File: config.mk
export PLATFORM = sky130hd
export DESIGN_NAME = pair_row_twr_combiner
export DESIGN_NICKNAME = d
export VERILOG_FILES = /design/src/rtl/pair_twr_pkg.sv /design/src/rtl/chip_seg_compare.sv /design/src/rtl/twr_max_reduce.sv /design/src/rtl/pair_row_twr_combiner.sv
export SDC_FILE = /design/constraint.sdc
export NUM_CORES = 1
export LEC_CHECK = 0
export BUFFER_PORTS_ARGS = -buffer_cell sky130_fd_sc_hd__buf_2
export CORE_ASPECT_RATIO = 1.5
export CORE_MARGIN = 2
export CORE_UTILIZATION = 35
export DETAILED_ROUTE_END_ITERATION = 8
export GPL_TIMING_DRIVEN = 0
export SLEW_MARGIN = 0
export SYNTH_ARGS = -nofsm -noshare
export SYNTH_HDL_FRONTEND = slang
export SYNTH_SLANG_ARGS = --single-unit
File: constraint.sdc
create_clock -name clk -period 26.4 [get_ports clk]
set_input_delay 1.32 -clock clk [delete_from_list [all_inputs] [get_ports clk]]
set_output_delay 1.32 -clock clk [all_outputs]
set_load 0.02 [all_outputs]
File: src/rtl/pair_twr_pkg.sv
package pair_twr_pkg;
    typedef enum logic [1:0] {
        MODE_PRECISE = 2'd0,
        MODE_APPROX2 = 2'd1,
        MODE_APPROX4 = 2'd2,
        MODE_SPARE   = 2'd3
    } pair_mode_e;

    typedef enum logic [1:0] {
        ST_IDLE   = 2'd0,
        ST_EVAL   = 2'd1,
        ST_REPORT = 2'd2
    } ctrl_state_e;
endpackage

File: src/rtl/chip_seg_compare.sv
module chip_seg_compare #(
    parameter int NUM_CHIPS = 8,
    parameter int TWR_W     = 5
) (
    input  logic [NUM_CHIPS*TWR_W-1:0] row_a,
    input  logic [NUM_CHIPS*TWR_W-1:0] row_b,
    output logic [NUM_CHIPS*TWR_W-1:0] fast_seg,
    output logic [NUM_CHIPS*TWR_W-1:0] slow_seg,
    output logic [NUM_CHIPS-1:0]       take_b
);
    for (genvar g = 0; g < NUM_CHIPS; g++) begin : g_chip
        logic [TWR_W-1:0] va;
        logic [TWR_W-1:0] vb;
        assign va        = row_a[g*TWR_W +: TWR_W];
        assign vb        = row_b[g*TWR_W +: TWR_W];
        // ties stay with row A
        assign take_b[g] = (vb < va);
        assign fast_seg[g*TWR_W +: TWR_W] = take_b[g] ? vb : va;
        assign slow_seg[g*TWR_W +: TWR_W] = take_b[g] ? va : vb;
    end
endmodule

File: src/rtl/twr_max_reduce.sv
module twr_max_reduce #(
    parameter int NUM_CHIPS = 8,
    parameter int TWR_W     = 5
) (
    input  logic [NUM_CHIPS*TWR_W-1:0] vals,
    input  logic [NUM_CHIPS-1:0]       excl,
    output logic [TWR_W-1:0]           max_o
);
    always_comb begin
        max_o = '0;
        for (int i = 0; i < NUM_CHIPS; i++) begin
            if (!excl[i] && (vals[i*TWR_W +: TWR_W] > max_o)) begin
                max_o = vals[i*TWR_W +: TWR_W];
            end
        end
    end
endmodule

File: src/rtl/pair_row_twr_combiner.sv
module pair_row_twr_combiner
    import pair_twr_pkg::*;
#(
    parameter int                 NUM_CHIPS = 8,
    parameter int                 TWR_W     = 5,
    parameter logic [NUM_CHIPS-1:0] MASK_AX2 = 8'h11,
    parameter logic [NUM_CHIPS-1:0] MASK_AX4 = 8'h33
) (
    input  logic                       clk,
    input  logic                       rst_n,
    input  logic                       start,
    input  logic [1:0]                 mode,
    input  logic [NUM_CHIPS*TWR_W-1:0] twr_row_a,
    input  logic [NUM_CHIPS*TWR_W-1:0] twr_row_b,
    output logic                       busy,
    output logic                       done,
    output logic [NUM_CHIPS-1:0]       swap_map,
    output logic [TWR_W-1:0]           twr_fast,
    output logic [TWR_W-1:0]           twr_slow
);
    localparam int VEC_W = NUM_CHIPS * TWR_W;

    ctrl_state_e          state_q, state_d;
    logic [VEC_W-1:0]     row_a_q, row_b_q;
    pair_mode_e           mode_q;
    logic [VEC_W-1:0]     fast_seg, slow_seg;
    logic [NUM_CHIPS-1:0] take_b;
    logic [NUM_CHIPS-1:0] slow_excl;
    logic [TWR_W-1:0]     fast_max, slow_max;
    logic                 accept;

    assign accept = (state_q == ST_IDLE) && start;

    chip_seg_compare #(.NUM_CHIPS(NUM_CHIPS), .TWR_W(TWR_W)) u_cmp (
        .row_a(row_a_q), .row_b(row_b_q),
        .fast_seg(fast_seg), .slow_seg(slow_seg), .take_b(take_b)
    );

    always_comb begin
        unique case (mode_q)
            MODE_APPROX2: slow_excl = MASK_AX2;
            MODE_APPROX4: slow_excl = MASK_AX4;
            default:      slow_excl = '0;
        endcase
    end

    twr_max_reduce #(.NUM_CHIPS(NUM_CHIPS), .TWR_W(TWR_W)) u_fast_max (
        .vals(fast_seg), .excl({NUM_CHIPS{1'b0}}), .max_o(fast_max)
    );

    twr_max_reduce #(.NUM_CHIPS(NUM_CHIPS), .TWR_W(TWR_W)) u_slow_max (
        .vals(slow_seg), .excl(slow_excl), .max_o(slow_max)
    );

    // next state
    always_comb begin
        state_d = state_q;
        unique case (state_q)
            ST_IDLE:   if (start) state_d = ST_EVAL;
            ST_EVAL:   state_d = ST_REPORT;
            ST_REPORT: state_d = ST_IDLE;
            default:   state_d = ST_IDLE;
        endcase
    end

    // state register
    always_ff @(posedge clk or negedge rst_n) begin
        if (!rst_n) state_q <= ST_IDLE;
        else        state_q <= state_d;
    end

    // request capture and result outputs
    always_ff @(posedge clk or negedge rst_n) begin
        if (!rst_n) begin
            row_a_q  <= '0;
            row_b_q  <= '0;
            mode_q   <= MODE_PRECISE;
            swap_map <= '0;
            twr_fast <= '0;
            twr_slow <= '0;
        end else begin
            if (accept) begin
                row_a_q <= twr_row_a;
                row_b_q <= twr_row_b;
                mode_q  <= pair_mode_e'(mode);
            end
            if (state_q == ST_EVAL) begin
                swap_map <= take_b;
                twr_fast <= fast_max;
                twr_slow <= slow_max;
            end
        end
    end

    assign busy = (state_q != ST_IDLE);
    assign done = (state_q == ST_REPORT);
endmodule

==> results of run 1 <==
[synth_stat cells, types with 3 or more instances]
| cell type | count | area share |
|---|---|---|
| a211oi_1 | 6 | 0.0054 |
| a21o_1 | 18 | 0.016 |
| a21oi_1 | 46 | 0.028 |
| a22oi_1 | 3 | 0.0027 |
| a31oi_1 | 13 | 0.0098 |
| and2_1 | 3 | 0.0023 |
| and3_1 | 8 | 0.0060 |
| buf_2 | 5 | 0.0030 |
| clkbuf_1 | 20 | 0.0090 |
| dfrtp_1 | 102 | 0.31 |
| ha_1 | 103 | 0.16 |
| inv_1 | 82 | 0.037 |
| mux2_2 | 89 | 0.12 |
| mux2_4 | 3 | 0.0054 |
| mux2i_1 | 47 | 0.057 |
| nand2_1 | 110 | 0.050 |
| nand2b_1 | 14 | 0.011 |
| nand3_1 | 12 | 0.0072 |
| nand4_1 | 6 | 0.0045 |
| nor2_1 | 53 | 0.024 |
| nor2b_1 | 19 | 0.014 |
| nor3_1 | 6 | 0.0036 |
| o211ai_1 | 5 | 0.0045 |
| o21a_1 | 13 | 0.012 |
| o21ai_0 | 70 | 0.042 |
| o21ai_1 | 9 | 0.0054 |
| o221ai_1 | 3 | 0.0032 |
| o22ai_1 | 3 | 0.0023 |
| o31a_1 | 3 | 0.0032 |
| o31ai_1 | 3 | 0.0027 |
| or2_2 | 3 | 0.0023 |
[layout make-up]
| type | count | area, um^2 |
|---|---|---|
| buffer | 29 | 130 |
| clock buffer | 10 | 229 |
| clock inverter | 6 | 52.6 |
| fill | 2462 | 14000 |
| inverter | 83 | 312 |
| multi-input combinational | 702 | 5300 |
| sequential | 102 | 2550 |
| tap | 319 | 399 |
| timing repair buffer | 105 | 551 |
[worst max-delay path by stage]
stage / start / endpoint / depth (start not counted) / slack, ps
global placement: row_a_q[2] / twr_fast[0] / 62 / 12530
global route: row_a_q[7] / twr_fast[3] / 63 / 11140
detailed placement: row_a_q[7] / twr_fast[4] / 63 / 12400
finish: row_a_q[2] / twr_fast[0] / 63 / 12140
CTS: row_a_q[7] / twr_fast[2] / 62 / 12360
floorplan: row_a_q[7] / twr_fast[4] / 63 / 14660
[sequential cells by signal (all words and copies together) (netlist names)]
| name | count |
|---|---|
| swap_map | 8 |
| state_q | 2 |
| twr_fast | 5 |
| twr_slow | 5 |
| mode_q | 2 |
| row_a_q | 40 |
| row_b_q | 40 |
[stage by stage]
step | instance area [um^2] | utilization
finish | 9530 | 0.406
floorplan | 8300 | -
global placement | 9220 | 0.392
detailed placement | 9250 | 0.394
global route | 9530 | 0.406
CTS | 9530 | 0.406
[per-layer routing]
| metal | wire length (um) | GRT usage | up-vias |
|---|---|---|---|
| li1 | - | - | 3494 |
| met1 | 8970 | 0.203 | 3367 |
| met2 | 12800 | 0.367 | 136 |
| met3 | 673 | 0.0288 | 40 |
| met4 | 805 | 0.0844 | 0 |
| met5 | 0 | 0 | - |
[worst min-delay path: cells and delay by family, from the launching register on]
kind | cells | cell delay [ps]
flip-flops | 1 | 340
AO/OA/AOI/OAI | 1 | 60
AND/OR/NAND/NOR | 1 | 50
[kinds of logic (layout without fill, tap and decap cells)]
family / Yosys count / after routing / share of synthesized area
DFF: 102 / 102 / 0.308
buffers and inverters: 112 / 233 / 0.0532
adders and majority gates: 103 / 103 / 0.155
muxes: 140 / 140 / 0.184
and+or+nand+nor: 237 / 237 / 0.127
AOI/OAI and AO/OA: 222 / 222 / 0.172
==> flow_metrics.tcl, run 1 <==
set metrics [dict create \
    critPathMaxStageDelay_ps 710 \
    final_common_cell "nand2_1" \
    max_slew_margin 0.408 \
    grt_pass1_wl_mm 36.1 \
    dr_total_vias 7037 \
    synthFlopType "dfrtp_1" \
    path_clk_slew_ps 80 \
    place_congestion 0.910 \
    async_flop_share 1.00 \
    area_growth_pct 14.8 \
    netlist_instances 916 \
    drt-vias-per-instance 5.19 \
    dpl.hpwl_mm 19.1 \
    postSynthAreaPerCell_um2 9.06 \
    yosysUniqueCellTypes 58 \
    status "finished, final reports clean" \
    crit_path_start_kind "flip-flop" \
    netlist_area_um2 8300 \
    reg2reg_from "row_a_q[2]" \
    max_clock_freq_ghz 0.0701 \
    holdPathEnd "swap_map[7]" \
    cts.repair.resized 0 \
    drc 0 \
    coreArea_um2 23500 \
    post_cts_buffers 0 \
    critPathKind "reg -> reg" \
    syn-num-nets 1104 \
    port_buffers 104 \
    fin_nets 1220 \
    antenna_left 0 \
    cts_hold_buf 0 \
    first_global_vias 7056 \
    hold_ws_ps 479 \
    clock_path_buffers 2 \
    instances_no_fill 1356 \
    drt-initial-drc-count 276 \
    n_antenna_cell 0 \
    drv_slew 0 \
    cts_tree "yes" \
    worst_slack_ps 12140 \
    setup-tns-final_ps 0 \
    die_w_um 130 \
    critPathRequiredTime_ps 26700 \
    num_rows 69 \
    wl_per_cell_um 17.1 \
    worstPathArrival_ps 14560 \
    r2r_end "twr_fast[0]" \
    routed_wl_mm 23.2 \
    ys_seq_area_frac 0.308 \
    rsz0062_at_grt "false" \
    drtPass1Iterations 4 \
    dp_slack_ps 12400 \
    hold_path_startpoint "swap_map[7]" \
    synth_seq_cells 102 \
    critPathMaxFanout 10 \
    cts_sinks 102 \
    whs_path_depth 2 \
    track_usage 0.192 \
    period_needed_ps 14260 \
    h-tree-depth 3 \
    final_cell_mix "nand2_1 (110), buf_2 (108), ha_1 (103), dfrtp_1 (102), mux2_2 (89)" \
    drive_gt1_frac 0.226 \
    cap_violations 0 \
    finalSetupViolCount 0 \
    grt_overflow 0 \
    holdCritPathClass "reg -> reg" \
    cp-end-kind "flip-flop" \
    start_util 0.353 \
    grt_max_degree 55 \
    antenna_found_initial 0 \
    design.die.area_um2 25000 \
    critPathBufInv 6 \
    worst_path_max_delay_cell "o31ai_2" \
    worst_path_dominant_cell_family "compound AO/OA/AOI/OAI gates" \
    synth_edf_count 0 \
    clock_latency_ps 380 \
    timing.clock.skew_ps 13.6 \
    clockRootBuffer "clkbuf_16" \
    reg2reg_slack_ps 12140 \
    r2r_cells 63 \
    die_y_um 193 \
    tightest_slew_ps 882 \
    cts_buffers 9 \
    hold_viol 0 \
    ios 105 \
    cp_common_cell "ha_1" \
    yosys_warnings 0 \
    period_share 0.540 \
    dp.cells 1340 \
]
Power of run 1 is left out: the tool's default activity adds up to more than one toggle a clock period on the data nets, which glitch-free logic cannot reach.
==> inputs of run 2 (changes only) <==
- clock period: 26.4 -> 11.69 ns (I/O delays scaled with it)
==> flow_metrics.tcl, run 2 (synthesis results as in run 1) <==
set metrics [dict create \
    wl_per_cell_um 17.3 \
    period_share 0.953 \
    antenna_left 0 \
    final_common_cell "buf_2" \
    drt-initial-drc-count 350 \
    grt_pass1_wl_mm 36.8 \
    port_buffers 104 \
    cap_violations 0 \
    h-tree-depth 3 \
    critPathMaxStageDelay_ps 400 \
    drv_slew 0 \
    tightest_slew_ps 806 \
    n_antenna_cell 0 \
    max_clock_freq_ghz 0.0897 \
    critPathKind "reg -> reg" \
    start_util 0.353 \
    num_rows 69 \
    dr_total_vias 7221 \
    critPathMaxFanout 5 \
    routed_wl_mm 24.3 \
    coreArea_um2 23500 \
    clock_latency_ps 380 \
    timing.clock.skew_ps 13.9 \
    largest_registers "row_a_q: 40 flops, row_b_q: 40 flops, swap_map: 8 flops" \
    dpl.hpwl_mm 18.8 \
    drtPass1Iterations 5 \
    track_usage 0.193 \
    dp.cells 1340 \
    cp-end-kind "flip-flop" \
    hold_viol 0 \
    first_global_vias 7199 \
    cts_buffers 9 \
    die_y_um 193 \
    crit_start "row_a_q[2]" \
    drc 0 \
    max_slew_margin 0.463 \
    instances_no_fill 1402 \
    place_congestion 0.905 \
    path_clk_slew_ps 80 \
    design.die.area_um2 25000 \
    drive_gt1_frac 0.328 \
    fillCellCount 2310 \
    worstPathArrival_ps 11390 \
    antenna_found_initial 0 \
    holdCritPathClass "in -> async" \
    worst_path_max_delay_cell "dfrtp_1" \
    reg2reg_from "row_a_q[2]" \
    cp_common_cell "ha_1" \
    clockRootBuffer "clkbuf_16" \
    final_cell_mix "buf_2 (108), nand2_1 (107), dfrtp_1 (100), ha_1 (99), mux2_2 (83)" \
    cts_sinks 102 \
    drt-vias-per-instance 5.15 \
    ios 105 \
    critPathRequiredTime_ps 11940 \
    fin_nets 1266 \
    finalSetupViolCount 0 \
    grt_max_degree 64 \
    period_needed_ps 11140 \
    status "finished, final reports clean" \
    area_growth_pct 26.5 \
    clock_path_buffers 2 \
    die_w_um 130 \
    crit_path_start_kind "flip-flop" \
    grt_overflow 0 \
    cts_tree "yes" \
]
run 2: cell count changes in the layout (fill, tap and decap cells not counted), moves of 5 or more:
| cell | previous run | this run |
|---|---|---|
| buf_4 | 3 | 45 |
| mux2_2 | 89 | 83 |
| o21ai_0 | 70 | 61 |
| buf_6 | 1 | 8 |
| mux2i_4 | 0 | 8 |
| nor2_1 | 53 | 47 |
| a31oi_1 | 13 | 7 |
| mux2i_1 | 47 | 35 |
| o21ai_1 | 9 | 14 |
| a21oi_2 | 1 | 15 |
| mux2_4 | 3 | 9 |
| a21oi_1 | 46 | 29 |
run 2: area by class of cell:
cell class,count,area (um^2),share of cell area
timing repair buffer,153,920,0.0876
inverter,83,312,0.0297
clock buffer,10,229,0.0218
clock inverter,6,76.3,0.00727
multi-input combinational,702,5850,0.557
buffer,27,155,0.0148
sequential,102,2550,0.243
tap,319,399,0.0380
run 2: per-layer routing:
metal	vias up	global-route usage	part of all wire
met5	-	0	0
met2	120	0.365	0.55
li1	3594	-	-
met3	42	0.0241	0.029
met4	0	0.0910	0.037
met1	3465	0.209	0.39
run 2: final timing paths:
check	cells past startpoint	end	slack [ps]
min in group clk	3	row_a_q[36]	420
max reg2reg	64	twr_fast[4]	550
max	64	twr_fast[4]	550
min	1	row_b_q[26]	210
min reg2reg	2	swap_map[0]	480
max in group asynchronous	2	row_b_q[7]	10750
run 2: per-stage QoR:
stage / worst slack, ps / util / hold slack [ps] / TNS [ps] / cell area, um^2
after global routing: -75.4 / 0.447 / 254 / -253 / 10500
after global placement: -1740 / 0.393 / 459 / -13350 / 9220
after detailed placement: -1810 / 0.394 / 458 / -14440 / 9250
after floorplan: 132 / - / 289 / 0 / 8300
final: 548 / 0.447 / 206 / 0 / 10500
after CTS: 0.968 / 0.416 / 222 / 0 / 9780
run 2: timing repair:
item / 4_1_cts / 5_1_grt
gates resized for setup: 31 / 99
hold buffers: 0 / 0
cloned: 0 / 1
endpoints found under the setup margin: 10 / 10
pin swaps: 7 / 30
setup buffers: 13 / 34
run 2: worst max-delay path: cells and delay by family (launching register included):
family                   cells  cell delay (ps)
AND/OR/NAND/NOR             20             2090
flip-flops                   1              400
buffers and inverters        7              800
adder cells (fa/ha/maj)      8             2110
AO/OA/AOI/OAI               27             4980
multiplexers                 2              640
Power of run 2 is left out for the same reason.
